==> src/rtl/pwg_pkg.sv <==
package pwg_pkg;
  typedef logic [7:0] opcode_t;

  localparam opcode_t OP_WR_EN   = 8'h06;
  localparam opcode_t OP_PG_PROG = 8'h02;
  localparam opcode_t OP_SEC_ER  = 8'hD8;
  localparam opcode_t OP_ALL_ER  = 8'hC7;
  localparam opcode_t OP_WR_STAT = 8'h01;

  function automatic logic op_is_write(input opcode_t op);
    return (op == OP_WR_EN) || (op == OP_PG_PROG) || (op == OP_SEC_ER) ||
           (op == OP_ALL_ER) || (op == OP_WR_STAT);
  endfunction
endpackage

==> src/rtl/pwg_delay_timer.sv <==
module pwg_delay_timer #(
  parameter int unsigned LIMIT = 16
) (
  input  logic clk,
  input  logic rst_n,
  input  logic run_i,
  input  logic clr_i,
  output logic done_o
);
  localparam int unsigned CW = (LIMIT < 2) ? 1 : $clog2(LIMIT + 1);
  localparam logic [CW-1:0] LIM_C = CW'(LIMIT);

  logic [CW-1:0] cnt_q, cnt_d;
  logic          at_lim;

  assign at_lim = (cnt_q == LIM_C);
  assign done_o = at_lim;

  always_comb begin
    cnt_d = cnt_q;
    if (clr_i)                 cnt_d = '0;
    else if (run_i && !at_lim) cnt_d = cnt_q + CW'(1);
  end

  always_ff @(posedge clk or negedge rst_n) begin
    if (!rst_n) cnt_q <= '0;
    else        cnt_q <= cnt_d;
  end


  clr_zero_chk: assert property (@(posedge clk) disable iff (!rst_n)
    clr_i |=> (cnt_q == '0));


  sat_hold_chk: assert property (@(posedge clk) disable iff (!rst_n)
    (at_lim && !clr_i) |=> (cnt_q == LIM_C));


  step_chk: assert property (@(posedge clk) disable iff (!rst_n)
    (run_i && !clr_i && !at_lim) |=> (cnt_q == $past(cnt_q) + CW'(1)));
endmodule

==> src/rtl/pwg_cmd_gate.sv <==
module pwg_cmd_gate
  import pwg_pkg::*;
(
  input  logic    clk,
  input  logic    rst_n,
  input  logic    live_i,
  input  logic    sel_rdy_i,
  input  logic    wr_rdy_i,
  input  logic    cs_n_i,
  input  logic    cmd_valid_i,
  input  opcode_t cmd_op_i,
  output logic    accept_o,
  output logic    blocked_o
);
  logic is_wr, cmd_go;
  logic accept_d, accept_q, blocked_d, blocked_q;

  assign is_wr = op_is_write(cmd_op_i);
  assign cmd_go = cmd_valid_i && !cs_n_i && live_i && sel_rdy_i;

  always_comb begin
    accept_d  = cmd_go && (!is_wr || wr_rdy_i);
    blocked_d = cmd_go && is_wr && !wr_rdy_i;
  end

  always_ff @(posedge clk or negedge rst_n) begin
    if (!rst_n) begin
      accept_q  <= 1'b0;
      blocked_q <= 1'b0;
    end else begin
      accept_q  <= accept_d;
      blocked_q <= blocked_d;
    end
  end

  assign accept_o  = accept_q;
  assign blocked_o = blocked_q;


  wr_hold_chk: assert property (@(posedge clk) disable iff (!rst_n)
    (cmd_valid_i && is_wr && !wr_rdy_i) |=> !accept_q);


  unsel_drop_chk: assert property (@(posedge clk) disable iff (!rst_n)
    (cmd_valid_i && !sel_rdy_i) |=> (!accept_q && !blocked_q));


  cs_idle_chk: assert property (@(posedge clk) disable iff (!rst_n)
    cs_n_i |=> (!accept_q && !blocked_q));


  excl_chk: assert property (@(posedge clk) disable iff (!rst_n)
    !(accept_q && blocked_q));
endmodule

==> src/rtl/pwrup_write_guard.sv <==
module pwrup_write_guard
  import pwg_pkg::*;
#(
  parameter int unsigned WR_DELAY_CYC  = 10000,
  parameter int unsigned SEL_DELAY_CYC = 500
) (
  input  logic       clk,
  input  logic       rst_n,
  input  logic       sup_inh_ok_i,
  input  logic       sup_min_ok_i,
  input  logic       cs_n_i,
  input  logic       cmd_valid_i,
  input  logic [7:0] cmd_op_i,
  output logic       core_rst_n_o,
  output logic       cmd_accept_o,
  output logic       wr_blocked_o
);
  logic rst_s1_q, rst_s2_q, rst_int_n;

  always_ff @(posedge clk or negedge rst_n) begin
    if (!rst_n) begin
      rst_s1_q <= 1'b0;
      rst_s2_q <= 1'b0;
    end else begin
      rst_s1_q <= 1'b1;
      rst_s2_q <= rst_s1_q;
    end
  end
  assign rst_int_n = rst_s2_q;

  logic min_q, core_q;
  logic min_fell, both_ok;
  logic wr_clr, sel_clr, wr_rdy, sel_rdy;

  assign min_fell = min_q && !sup_min_ok_i;
  assign both_ok  = sup_inh_ok_i && sup_min_ok_i;
  assign wr_clr   = !sup_inh_ok_i || min_fell;
  assign sel_clr  = !both_ok;

  always_ff @(posedge clk or negedge rst_int_n) begin
    if (!rst_int_n) begin
      min_q  <= 1'b0;
      core_q <= 1'b0;
    end else begin
      min_q  <= sup_min_ok_i;
      core_q <= sup_inh_ok_i;
    end
  end
  assign core_rst_n_o = core_q;

  pwg_delay_timer #(.LIMIT(WR_DELAY_CYC)) i_wr_timer (
    .clk    (clk),
    .rst_n  (rst_int_n),
    .run_i  (sup_inh_ok_i),
    .clr_i  (wr_clr),
    .done_o (wr_rdy)
  );

  pwg_delay_timer #(.LIMIT(SEL_DELAY_CYC)) i_sel_timer (
    .clk    (clk),
    .rst_n  (rst_int_n),
    .run_i  (both_ok),
    .clr_i  (sel_clr),
    .done_o (sel_rdy)
  );

  pwg_cmd_gate i_gate (
    .clk         (clk),
    .rst_n       (rst_int_n),
    .live_i      (both_ok),
    .sel_rdy_i   (sel_rdy),
    .wr_rdy_i    (wr_rdy),
    .cs_n_i      (cs_n_i),
    .cmd_valid_i (cmd_valid_i),
    .cmd_op_i    (cmd_op_i),
    .accept_o    (cmd_accept_o),
    .blocked_o   (wr_blocked_o)
  );


  inhibit_rst_chk: assert property (@(posedge clk) disable iff (!rst_int_n)
    !sup_inh_ok_i |=> (!core_rst_n_o && !cmd_accept_o));


  min_drop_chk: assert property (@(posedge clk) disable iff (!rst_int_n)
    min_fell |=> !wr_rdy);
endmodule

==> config.mk <==
export PLATFORM = sky130hd
export DESIGN_NAME = pwrup_write_guard
export DESIGN_NICKNAME = d
export VERILOG_FILES = /design/src/rtl/pwg_pkg.sv /design/src/rtl/pwg_delay_timer.sv /design/src/rtl/pwg_cmd_gate.sv /design/src/rtl/pwrup_write_guard.sv
export SDC_FILE = /design/constraint.sdc
export NUM_CORES = 1
export LEC_CHECK = 0
export BUFFER_PORTS_ARGS = -buffer_cell sky130_fd_sc_hd__buf_2
export CORE_AREA = 2 2 63 65
export CTS_BUF_LIST = sky130_fd_sc_hd__clkbuf_2 sky130_fd_sc_hd__clkbuf_4 sky130_fd_sc_hd__clkbuf_8
export DETAILED_ROUTE_END_ITERATION = 8
export DIE_AREA = 0 0 65 67
export GPL_TIMING_DRIVEN = 1
export HOLD_SLACK_MARGIN = 0.08
export PLACE_DENSITY = 0.6
export REMOVE_ABC_BUFFERS = 1
export SLEW_MARGIN = 20
export SYNTH_ARGS = -nofsm -noshare
export SYNTH_HDL_FRONTEND = slang
export SYNTH_SLANG_ARGS = --single-unit
export TNS_END_PERCENT = 30
==> constraint.sdc <==
create_clock -name clk -period 2.08 [get_ports clk]
set_input_delay 0.208 -clock clk [delete_from_list [all_inputs] [get_ports clk]]
set_output_delay 0.208 -clock clk [all_outputs]
set_load 0.02 [all_outputs]
* Word level (Yosys, flattened, before mapping)
Cells that the tools add are included.
** Word-level totals
- Bits in registers :: 29
- Bits of input ports :: 14
- Output and inout bits :: 3
- Logic and storage cells :: 45
** Operators by class
- $add $sub $neg :: 2
- Eq/ne operators :: 8
- Multiplexer cells :: 4
- Reduce and logical (&&, ||, !) cells :: 23
** Operators by type and width (count)
- 2-to-1 mux 14 bit :: 2
- 2-to-1 mux 9 bit :: 2
- equality test 8 bit (second input constant) :: 2
- adder 14 x 1 -> 14 bit (second input constant) :: 1
- equality test 14 bit (second input constant) :: 1
- logical AND 1 bit :: 10
- adder 9 x 1 -> 9 bit (second input constant) :: 1
- equality test 9 bit (second input constant) :: 1
- equality test 8 x 1 -> 1 bit (second input constant) :: 1
- equality test 8 x 2 -> 1 bit (second input constant) :: 1
- equality test 8 x 3 -> 1 bit (second input constant) :: 1
- zero test 1 bit :: 6
- logical OR 1 bit :: 6
- inequality test 2 x 1 -> 1 bit (second input constant) :: 1
- nonzero test 2 bit :: 1

* Logic depth before layout (Yosys ltp)
Gate-level depths: netlist of the first run.
- Word-level depth :: 8
- Mapped depth :: 6
- Gate-level depth less buffers :: 6

* Modules after synthesis
From an unflattened synthesis of the first run, not the netlist that was laid out.
** Second synthesis, totals
- Cell total of the unflattened synthesis :: 159
- Area total of the unflattened synthesis :: 1532.7 um^2
** Modules (own cells, without submodules)
- pwg_delay_timer at i_wr_timer :: instances 1, cells each 79, area each 754.5 um^2, sequential area each 350.3 um^2
- pwg_delay_timer at i_sel_timer :: instances 1, cells each 55, area each 515.5 um^2, sequential area each 225.2 um^2
- pwg_cmd_gate :: instances 1, cells each 16, area each 137.6 um^2, sequential area each 50.0 um^2
- pwrup_write_guard :: instances 1, cells each 9, area each 125.1 um^2, sequential area each 100.1 um^2

* Worst setup path before layout of the first run
Ideal clock, no wire load.
- Path type :: reg-to-reg
- Start :: reg i_sel_timer.cnt_q[0]
- End :: reg i_gate.blocked_q, in the netlist i_gate.blocked_o
- Setup time :: 68 ps
- Data arrival time :: 1276 ps
- Required time :: 2012 ps
- Path slack :: 736 ps
- Stages on the path, launching flop included :: 7
- Buffers on the path :: 0
- Period minus slack after synthesis :: 1344 ps
- Path through :: dfrtp_1 -> inv_1 -> ha_1 -> nand4b_1 -> nor2_1 -> nand2_1 -> and4b_1
** On the way
- Longest elaborated chain between the ends :: 4
** RTL lines
- start, declared :: RTL line pwg_delay_timer.sv:13 : logic [CW-1:0] cnt_q, cnt_d;
- start signal, assigned :: RTL line pwg_delay_timer.sv:27 : else cnt_q <= cnt_d;
- equality test 9 bit :: RTL line pwg_delay_timer.sv:16 : assign at_lim = (cnt_q == LIM_C);
- logical AND 1 bit :: RTL line pwg_cmd_gate.sv:19 : assign cmd_go = cmd_valid_i && !cs_n_i && live_i && sel_rdy_i;
- logical AND 1 bit (2 in series) :: RTL line pwg_cmd_gate.sv:23 : blocked_d = cmd_go && is_wr && !wr_rdy_i;
- via i_gate.blocked_d :: RTL line pwg_cmd_gate.sv:16 : logic accept_d, accept_q, blocked_d, blocked_q;
- end signal, assigned :: RTL line pwg_cmd_gate.sv:32 : blocked_q <= blocked_d;
- end, declared :: RTL line pwg_cmd_gate.sv:16
The timed path passes the listed nets, and every way through them passes these cells.
A chain may end at the register's enable or synchronous reset.

* Worst setup path after layout of the first run
Same ends and word-level chain as after synthesis.

==> impl_metrics.tcl, run 1 <==
set metrics [dict create \
    hold_viol 0 \
    port_buffers 16 \
    hold_start "cs_n_i" \
    syn_inst 148 \
    grt_antenna_before_repair 0 \
    async_reset_ff_share_pct 100.0 \
    required_ns 2.29 \
    grt_pass1_wl_um 4609 \
    routabilityCongestion 0.7816 \
    r2r_start "i_sel_timer.cnt_q[0]" \
    coreArea_um2 3606 \
    final_common_cell "dfrtp_1" \
    ys_warn_count 0 \
    start_util_pct 39.87 \
    post_cts_buffers 0 \
    cts_buffer_depth 2 \
    grt-ovfl-total 0 \
    holdPathStages 4 \
    grt_pass1_vias 1057 \
    root_buffer "clkbuf_8" \
    reg2reg_depth 6 \
    layout.nets 192 \
    die_h_um 67 \
    p_per_area_nw_per_um2 660.8 \
    setup_violations 0 \
    p_leak_nw 0.7294 \
    rows 22 \
    htreeDepth 2 \
    clk_latency_ns 0.28 \
    grt_usage_pct 14.10 \
    synth_edf_count 0 \
    rsz0062_at_grt "no" \
    ir_drop_mv 0.3226 \
    worstPathArrival_ns 1.74 \
    finalClockSkew_ns 0.004533 \
    fillCellCount 331 \
    outcome "completed" \
    cts_num_sinks 29 \
    area_growth_pct 18.10 \
    grt_max_degree 28 \
    regToRegSetupSlack_ns 0.55 \
    drv_cap 0 \
    synth.avg_cell_area_um2 9.714 \
    min_to "i_gate.accept_o" \
    boundaryPins 17 \
    synth_flop_cell "dfrtp_1" \
    start_kind "flop" \
    synthesis.area_um2 1438 \
    dpl.hpwl_um 1859 \
    finalCriticalPeriod_ns 1.529 \
    dieWidth_um 65 \
    dpl_worst_slack_ns 0.5438 \
    hold_class "input port to flop" \
    die_area_um2 4355 \
    rr_endpoint "i_gate.blocked_o" \
    fin_crit_sh_pct 73.52 \
    yosys_register_bits 29 \
    routed_wl_um 2596 \
    first_pass_iters 4 \
    power.total_mw 1.122 \
    ys_seq_area_share_pct 50.48 \
    clk_pin_slew_ns 0.05 \
    cts_tree "built" \
    fin_tns_setup_ns 0 \
    viasPerCell 5.059 \
    route.detailed.drc 0 \
    dpl-instance-area_um2 1578 \
    layout-drive-gt1-share_pct 16.09 \
    critPathMaxFanout 5 \
    avgRoutedWirePerCell_um 11.69 \
    fmax_mhz 653.9 \
    layout_common_cells "29 x dfrtp_1, 20 x nor2_1, 16 x buf_2" \
    synth_cell_type_count 31 \
    num_vias 1123 \
    drt-initial-drc-count 48 \
    drv_slew 0 \
    ant_nets 0 \
    diodes 0 \
    setup_ws_ns 0.5508 \
    design_area_um2 1698 \
    numCtsBuffers 5 \
    crit_type "flop to flop" \
    end_kind "flop" \
]
-- routing by layer --
| metal | track usage, % | share of wire, % | vias to the layer above |
|---|---|---|---|
| met5 | 0 | 0 | - |
| met4 | 8.511 | 2.7 | 0 |
| met3 | 4.054 | 3.2 | 6 |
| met2 | 22.55 | 46 | 18 |
| met1 | 16.77 | 48 | 533 |
| li1 | - | - | 566 |
-- cells in the mapped netlist (3+ instances only) --
| master | n | share of area, % |
|---|---|---|
| xnor2_1 | 8 | 4.9 |
| nand4_1 | 8 | 3.5 |
| xor2_1 | 5 | 3.0 |
| o21ai_0 | 7 | 2.4 |
| or3_1 | 6 | 2.6 |
| a21oi_1 | 8 | 2.8 |
| nand3_1 | 8 | 2.8 |
| nor2b_1 | 3 | 1.3 |
| nand2_1 | 9 | 2.3 |
| dfrtp_1 | 29 | 50 |
| ha_1 | 4 | 3.5 |
| inv_1 | 8 | 2.1 |
| nor3_1 | 4 | 1.4 |
| nor2_1 | 20 | 5.2 |
-- worst max-delay path, stage by stage, from the launching register on --
cell and delay (ns):
dfrtp_1 0.41, inv_1 0.10, ha_1 0.15, nand4b_1 0.09, nor2_1 0.33, nand2_1 0.12, and4b_1 0.26
-- state kept, by name, summed over array words and instances, names as in the netlist --
register,flops
rst_int_n,1
core_rst_n_o,1
min_q,1
i_gate.accept_o,1
i_gate.blocked_o,1
i_sel_timer.cnt_q,9
i_wr_timer.cnt_q,14
rst_s1_q,1
-- where the power goes --
group	leakage [nW]	switching (mW)	internal [mW]	total, mW
combinational	0.289	0.0407	0.0302	0.0709
clock	0.0477	0.195	0.275	0.469
sequential	0.393	0.00798	0.574	0.582
total	0.729	0.244	0.878	1.12
-- logic make-up (layout without fill, tap and decap cells) --
kind of cell | after synthesis | after routing | synth area share [%]
buffers and inverters | 10 | 36 | 3.133
AND/OR/NAND/NOR | 72 | 72 | 27.07
XOR/XNOR | 13 | 13 | 7.920
adder cells (fa/ha/maj) | 4 | 4 | 3.481
flip-flops | 29 | 29 | 50.48
multiplexers | 2 | 2 | 1.393
other | 1 | 1 | 0.2608
AO/OA/AOI/OAI | 17 | 17 | 6.267
-- final cells by class --
class	count	area, um^2	area share (%)
clock buffer	7	90.09	5.306
inverter	8	30.03	1.769
multi-input combinational	109	666.9	39.28
sequential	29	725.7	42.74
tap	48	60.06	3.537
timing repair buffer	21	125.1	7.369
-- per-stage QoR --
step	hold WS [ns]	util [%]	cells
2_1_floorplan	-0.08759	-	146
3_3_place_gp	-0.007638	43.75	212
3_5_place_dp	-0.004848	43.75	212
4_1_cts	0.2042	47.09	222
5_1_grt	0.2353	47.09	222
6_report	0.2076	47.09	222
-- worst max path at each step --
stage	endpoint	startpoint	slack [ns]	cells after the start
after global placement	i_gate.blocked_o	i_sel_timer.cnt_q[0]	0.61	6
final	i_gate.blocked_o	i_sel_timer.cnt_q[0]	0.55	6
after CTS	i_gate.blocked_o	i_sel_timer.cnt_q[0]	0.54	6
after global routing	i_gate.blocked_o	i_sel_timer.cnt_q[0]	0.44	6
after floorplan	i_wr_timer.cnt_q[0]	min_q	0.72	3
after detailed placement	i_gate.blocked_o	i_sel_timer.cnt_q[0]	0.54	6
-- repair_timing --
item | 4_1_cts | 5_1_grt
hold endpoints to repair | 4 | 0
hold buffers | 3 | 0
gates resized for setup | 0 | 0
Note: power is estimated with default switching activity, not from simulation.
==> run 2, diff against run 1 <==
--- a/config.mk
+++ b/config.mk
@@ -5,14 +5,15 @@
 export SDC_FILE = /design/constraint.sdc
 export NUM_CORES = 1
 export LEC_CHECK = 0
+export ABC_AREA = 1
 export BUFFER_PORTS_ARGS = -buffer_cell sky130_fd_sc_hd__buf_2
-export CORE_AREA = 2 2 63 65
+export CORE_AREA = 2 2 67 69
 export CTS_BUF_LIST = sky130_fd_sc_hd__clkbuf_2 sky130_fd_sc_hd__clkbuf_4 sky130_fd_sc_hd__clkbuf_8
 export DETAILED_ROUTE_END_ITERATION = 8
-export DIE_AREA = 0 0 65 67
+export DIE_AREA = 0 0 69 71
 export GPL_TIMING_DRIVEN = 1
 export HOLD_SLACK_MARGIN = 0.08
-export PLACE_DENSITY = 0.6
+export PLACE_DENSITY = 0.61
 export REMOVE_ABC_BUFFERS = 1
 export SLEW_MARGIN = 20
 export SYNTH_ARGS = -nofsm -noshare
==> constraint.sdc (replaced) <==
create_clock -name clk -period 1.3 [get_ports clk]
set_input_delay 0.13 -clock clk [delete_from_list [all_inputs] [get_ports clk]]
set_output_delay 0.13 -clock clk [all_outputs]
set_load 0.02 [all_outputs]
==> impl_metrics.tcl, run 2 <==
set metrics [dict create \
    cts_tree "built" \
    coreArea_um2 4204 \
    p_comb_share_pct 10.3 \
    layout-drive-gt1-share_pct 25.56 \
    grt_usage_pct 15.68 \
    grt_pass1_vias 1443 \
    grt-ovfl-total 0 \
    routabilityCongestion 0.8365 \
    largestRegisters "i_wr_timer.cnt_q: 14 flops, i_sel_timer.cnt_q: 9 flops" \
    synth_edf_count 0 \
    htreeDepth 2 \
    p_switching_mw 0.4777 \
    crit_slowest_cell "dfrtp_1" \
    power.internal_mw 1.394 \
    yosys_register_bits 29 \
    yosys-top-cells-area "dfrtp_1 45%, nand2_1 14%, nor2_1 8.4%, inv_1 7.7%, nand3_1 4.6%" \
    grt_antenna_before_repair 0 \
    seqPwrFrac_pct 49.9 \
    synth_commonest_cells "60 x nand2_1, 36 x nor2_1, 33 x inv_1" \
    ir_drop_mv 0.5430 \
    synth_cell_type_count 21 \
    outcome "finished, violations left" \
    cts_num_sinks 29 \
    yosysTopAreaCell "dfrtp_1" \
    p_leak_nw 1.039 \
    layout.nets 283 \
    whs_ns 0.1059 \
    ys_seq_area_share_pct 44.86 \
    setup_violations 2 \
    violations "setup timing" \
    dpl.hpwl_um 2494 \
    boundaryPins 17 \
    ant_nets 0 \
    drv_cap 0 \
    switching_share_pct 25.52 \
    start_kind "flop" \
    routed_wl_um 3686 \
    finalCriticalPeriod_ns 1.323 \
    fillCellCount 422 \
    port_buffers 16 \
    finalClockSkew_ns 0.007493 \
    rsz0062_at_grt "yes" \
    hold_viol 0 \
    fin_tns_setup_ns -0.03852 \
    fmax_mhz 755.7 \
    dieWidth_um 69 \
    yosysMostFrequentCell "nand2_1" \
    drt-met1-wl_um 1638 \
    area_growth_pct 28.77 \
    ys_warn_count 0 \
    first_pass_iters 4 \
    top_layer "met4" \
    syn_inst 221 \
    num_vias 1493 \
    met2_length_um 1863 \
    critPathTopFamily "simple AND/OR/NAND/NOR gates" \
    final_common_cell "nand2_1" \
    design_area_um2 2083 \
    diodes 0 \
    crit_buf_inv 0 \
    synthesis.area_um2 1618 \
    worstPathArrival_ns 1.50 \
    wl_met3_um 99 \
    synth_flop_cell "dfrtp_1" \
    synth_top_area_share_pct 44.86 \
    dpl-instance-area_um2 1831 \
    clk_latency_ns 0.28 \
    grt_max_degree 28 \
    clk_pin_slew_ns 0.07 \
    layout_common_cells "55 x nand2_1, 34 x nor2_1, 30 x inv_1" \
    critPathMaxFanout 4 \
    clockPowerShare_pct 39.8 \
    route.detailed.drc 0 \
    crit_type "flop to flop" \
    largest_register "i_wr_timer.cnt_q" \
    grt_pass1_wl_um 6113 \
    rows 24 \
    cp_cell_sequence "ha_2 > nand2_2 > nor2_4 > nand2_2 > nor2_2 > nand2_1 > nand2_1 > nor2_1" \
    start_util_pct 38.48 \
    p_per_area_nw_per_um2 898.4 \
    end_kind "flop" \
    die_area_um2 4899 \
    root_buffer "clkbuf_8" \
    viasPerCell 4.695 \
    avgRoutedWirePerCell_um 11.59 \
    max_stage_delay_ns 0.39 \
    numCtsBuffers 5 \
    drv_slew 0 \
    async_reset_ff_share_pct 100.0 \
    synth.avg_cell_area_um2 7.320 \
    drt-initial-drc-count 56 \
    setup_ws_ns -0.02323 \
    largest_reg_flops 14 \
    final_util_pct 49.55 \
    fin_crit_sh_pct 101.8 \
    die_h_um 71 \
    cts_buffer_depth 2 \
    hold_class "input port to flop" \
    required_ns 1.47 \
]
run 2: kinds of logic (layout without fill, tap and decap cells):
family	count (synthesis)	count (layout)	synth area share, %
XOR/XNOR	4	4	2.166
adder cells (fa/ha/maj)	4	4	3.094
AO/OA/AOI/OAI	20	20	6.342
AND/OR/NAND/NOR	129	129	35.42
buffers and inverters	34	79	7.888
other	1	1	0.2318
flip-flops	29	29	44.86
run 2: repair_timing:
action                                 in CTS  in global routing
endpoints found under the hold margin       4                  0
gates resized for setup                     7                 14
setup buffers                               4                  5
pin swaps                                   7                 10
hold buffers                                3                  0
setup endpoints to repair                   4                 18
run 2: worst paths after layout:
path,from,endpoint,cells after the start,slack [ns]
min in group asynchronous,rst_n,rst_int_n,2,0.15
max in group asynchronous,rst_int_n,min_q,1,0.79
worst max-delay path,i_wr_timer.cnt_q[1],i_wr_timer.cnt_q[12],8,-0.02
worst min-delay path,cs_n_i,i_gate.accept_o,4,0.11
worst min register to register,rst_int_n,i_wr_timer.cnt_q[2],1,0.24
worst max register to register,i_wr_timer.cnt_q[1],i_wr_timer.cnt_q[12],8,-0.02
run 2: final cells by class:
class / count / area, um^2 / area share, %
clock inverter: 2 / 10.01 / 0.4805
timing repair buffer: 37 / 245.2 / 11.77
tap: 52 / 65.06 / 3.123
clock buffer: 6 / 76.32 / 3.664
inverter: 34 / 127.6 / 6.126
multi-input combinational: 158 / 833.3 / 40.00
sequential: 29 / 725.7 / 34.83
run 2: metrics by stage:
step,power (mW),instances,worst slack (ns)
3_3_place_gp,1.117,298,-0.02003
4_1_cts,1.892,313,-0.001526
3_5_place_dp,1.120,298,-0.04474
5_1_grt,1.965,318,-0.1314
2_1_floorplan,1.044,221,0.04561
6_report,1.872,318,-0.02323
run 2: metal layers:
metal,vias to the layer above,global-route usage (%)
li1,771,-
met1,691,17.71
met5,-,0
met4,0,7.190
met3,10,4.274
met2,21,27.67
run 2: power groups by stage:
stage	registers (mW)	clock network [mW]	logic [mW]
6_report	0.935	0.745	0.192
5_1_grt	0.936	0.806	0.223
4_1_cts	0.933	0.773	0.186
3_5_place_dp	0.950	0	0.170
3_3_place_gp	0.949	0	0.168
2_1_floorplan	0.962	0	0.0823
run 2: worst min-delay path: stages:
cell and delay [ns]:
buf_2 0.08, nor2_1 0.04, nand2_2 0.06, nor2_1 0.04
==> run 3, diff against run 2 <==
--- a/config.mk
+++ b/config.mk
@@ -15,6 +15,7 @@
 export HOLD_SLACK_MARGIN = 0.08
 export PLACE_DENSITY = 0.61
 export REMOVE_ABC_BUFFERS = 1
+export SKIP_CTS_REPAIR_TIMING = 1
 export SLEW_MARGIN = 20
 export SYNTH_ARGS = -nofsm -noshare
 export SYNTH_HDL_FRONTEND = slang
==> impl_metrics.tcl, run 3 (synthesized netlist as in run 2, its figures left out) <==
set metrics [dict create \
    clk_pin_slew_ns 0.07 \
    cp_cell_sequence "ha_2 > nand2_2 > nor2_4 > nand2_2 > o21ai_0 > nand2_1 > nor2_1" \
    layout.nets 279 \
    violations "setup timing" \
    viasPerCell 4.656 \
    p_switching_mw 0.4811 \
    rows 24 \
    grt_pass1_vias 1394 \
    ff_latch_area_um2 725.7 \
    final_cells 314 \
    final_common_cell "nand2_1" \
    ant_nets 0 \
    start_kind "flop" \
    dpl_worst_slack_ns -0.04474 \
    setup_violations 9 \
    crit_path_frequent_cell "nand2_2" \
    crit_type "flop to flop" \
    power.total_mw 1.878 \
    grt-ovfl-total 0 \
    critPathTopFamily "simple AND/OR/NAND/NOR gates" \
    rsz0062_at_grt "yes" \
    dpl.hpwl_um 2494 \
    place_inst 298 \
    fillCellCount 427 \
    p_comb_share_pct 10.6 \
    hold_viol 0 \
    crit_slowest_cell "dfrtp_1" \
    die_area_um2 4899 \
    multi_input_area_um2 865.8 \
    drv_cap 0 \
    boundaryPins 17 \
    p_leak_nw 1.018 \
    routed_wl_um 3593 \
    finalClockSkew_ns 0.008309 \
    num_vias 1462 \
    required_ns 1.52 \
    final_util_pct 49.61 \
    diodes 0 \
    fmax_mhz 737.2 \
    first_pass_iters 4 \
    dieWidth_um 69 \
    grt_max_degree 28 \
    seqPwrFrac_pct 49.8 \
    grt_pass1_wl_um 5851 \
    clockPowerShare_pct 39.5 \
    critPathMaxFanout 4 \
    power.internal_mw 1.397 \
    setup_ws_ns -0.05658 \
    route.detailed.drc 0 \
    grt_antenna_before_repair 0 \
    cts_num_sinks 29 \
    clk_latency_ns 0.28 \
    crit_buf_inv 0 \
    numCtsBuffers 5 \
    hold_class "input port to flop" \
    whs_ns 0.1101 \
    layout_common_cells "55 x nand2_1, 33 x nor2_1, 29 x dfrtp_1" \
    finalCriticalPeriod_ns 1.357 \
    start_util_pct 38.48 \
    end_kind "flop" \
    avgRoutedWirePerCell_um 11.44 \
    port_buffers 16 \
    switching_share_pct 25.62 \
    worstPathArrival_ns 1.57 \
    area_growth_pct 28.92 \
    htreeDepth 2 \
    routabilityCongestion 0.8365 \
    drv_slew 0 \
    fin_crit_sh_pct 104.4 \
    coreArea_um2 4204 \
    largestRegisters "i_wr_timer.cnt_q: 14 flops, i_sel_timer.cnt_q: 9 flops" \
    cts_tree "built" \
    root_buffer "clkbuf_8" \
    ir_drop_mv 0.6416 \
    grt_usage_pct 14.96 \
    largest_register "i_wr_timer.cnt_q" \
    max_stage_delay_ns 0.40 \
    largest_reg_flops 14 \
    p_per_area_nw_per_um2 900.3 \
    die_h_um 71 \
    outcome "finished, violations left" \
    drt-initial-drc-count 43 \
    layout-drive-gt1-share_pct 27.10 \
    cts_buffer_depth 2 \
]
[run 3: changes by cell type in the layout (fill, tap and decap cells not counted), moves of 2 or more]
cell / previous run / this run
ha_1: 2 / 0
inv_2: 4 / 6
inv_1: 30 / 28
buf_4: 18 / 14
[run 3: cell type report]
| class | count | area share, % |
|---|---|---|
| Timing Repair Buffer | 33 | 10.32 |
| Clock buffer | 6 | 3.659 |
| Multi-Input combinational cell | 158 | 41.51 |
| Tap cell | 52 | 3.119 |
| Inverter | 34 | 6.119 |
| Sequential cell | 29 | 34.79 |
| Clock inverter | 2 | 0.4799 |
[run 3: per-layer routing]
metal / part of all wire (%) / wire [um] / track usage, %
met5: 0 / 0 / 0
met1: 45 / 1613 / 17.52
met2: 50 / 1805 / 25.64
met3: 3.1 / 110 / 4.274
met4: 1.8 / 63 / 6.536
[run 3: worst register-to-register path, stage by stage (launching register included)]
cell and delay [ns]:
dfrtp_1 0.40, ha_2 0.21, nand2_2 0.07, nor2_4 0.14, nand2_2 0.09, o21ai_0 0.20, nand2_1 0.10, nor2_1 0.09
[run 3: worst paths after layout]
kind | start | endpoint | slack (ns) | cells after the start
worst max-delay path | i_wr_timer.cnt_q[1] | i_wr_timer.cnt_q[12] | -0.06 | 7
worst min-delay path | cs_n_i | i_gate.blocked_o | 0.11 | 4
worst max register to register | i_wr_timer.cnt_q[1] | i_wr_timer.cnt_q[12] | -0.06 | 7
worst min register to register | rst_int_n | i_wr_timer.cnt_q[2] | 0.24 | 1
max in group asynchronous | rst_int_n | min_q | 0.78 | 1
min in group asynchronous | rst_n | rst_int_n | 0.16 | 2
[run 3: stage by stage]
step,area (um^2),setup TNS (ns)
global placement,1831,-0.03234
finish,2086,-0.2059
floorplan,1618,0
global route,2086,-1.226
detailed placement,1831,-0.1008
CTS,1917,-0.1532
[run 3: power by group through the flow]
stage / Combinational [mW] / Sequential, mW / Clock (mW)
3_5_place_dp: 0.170 / 0.950 / 0
3_3_place_gp: 0.168 / 0.949 / 0
5_1_grt: 0.232 / 0.937 / 0.804
6_report: 0.200 / 0.936 / 0.742
4_1_cts: 0.170 / 0.933 / 0.773
2_1_floorplan: 0.0823 / 0.962 / 0
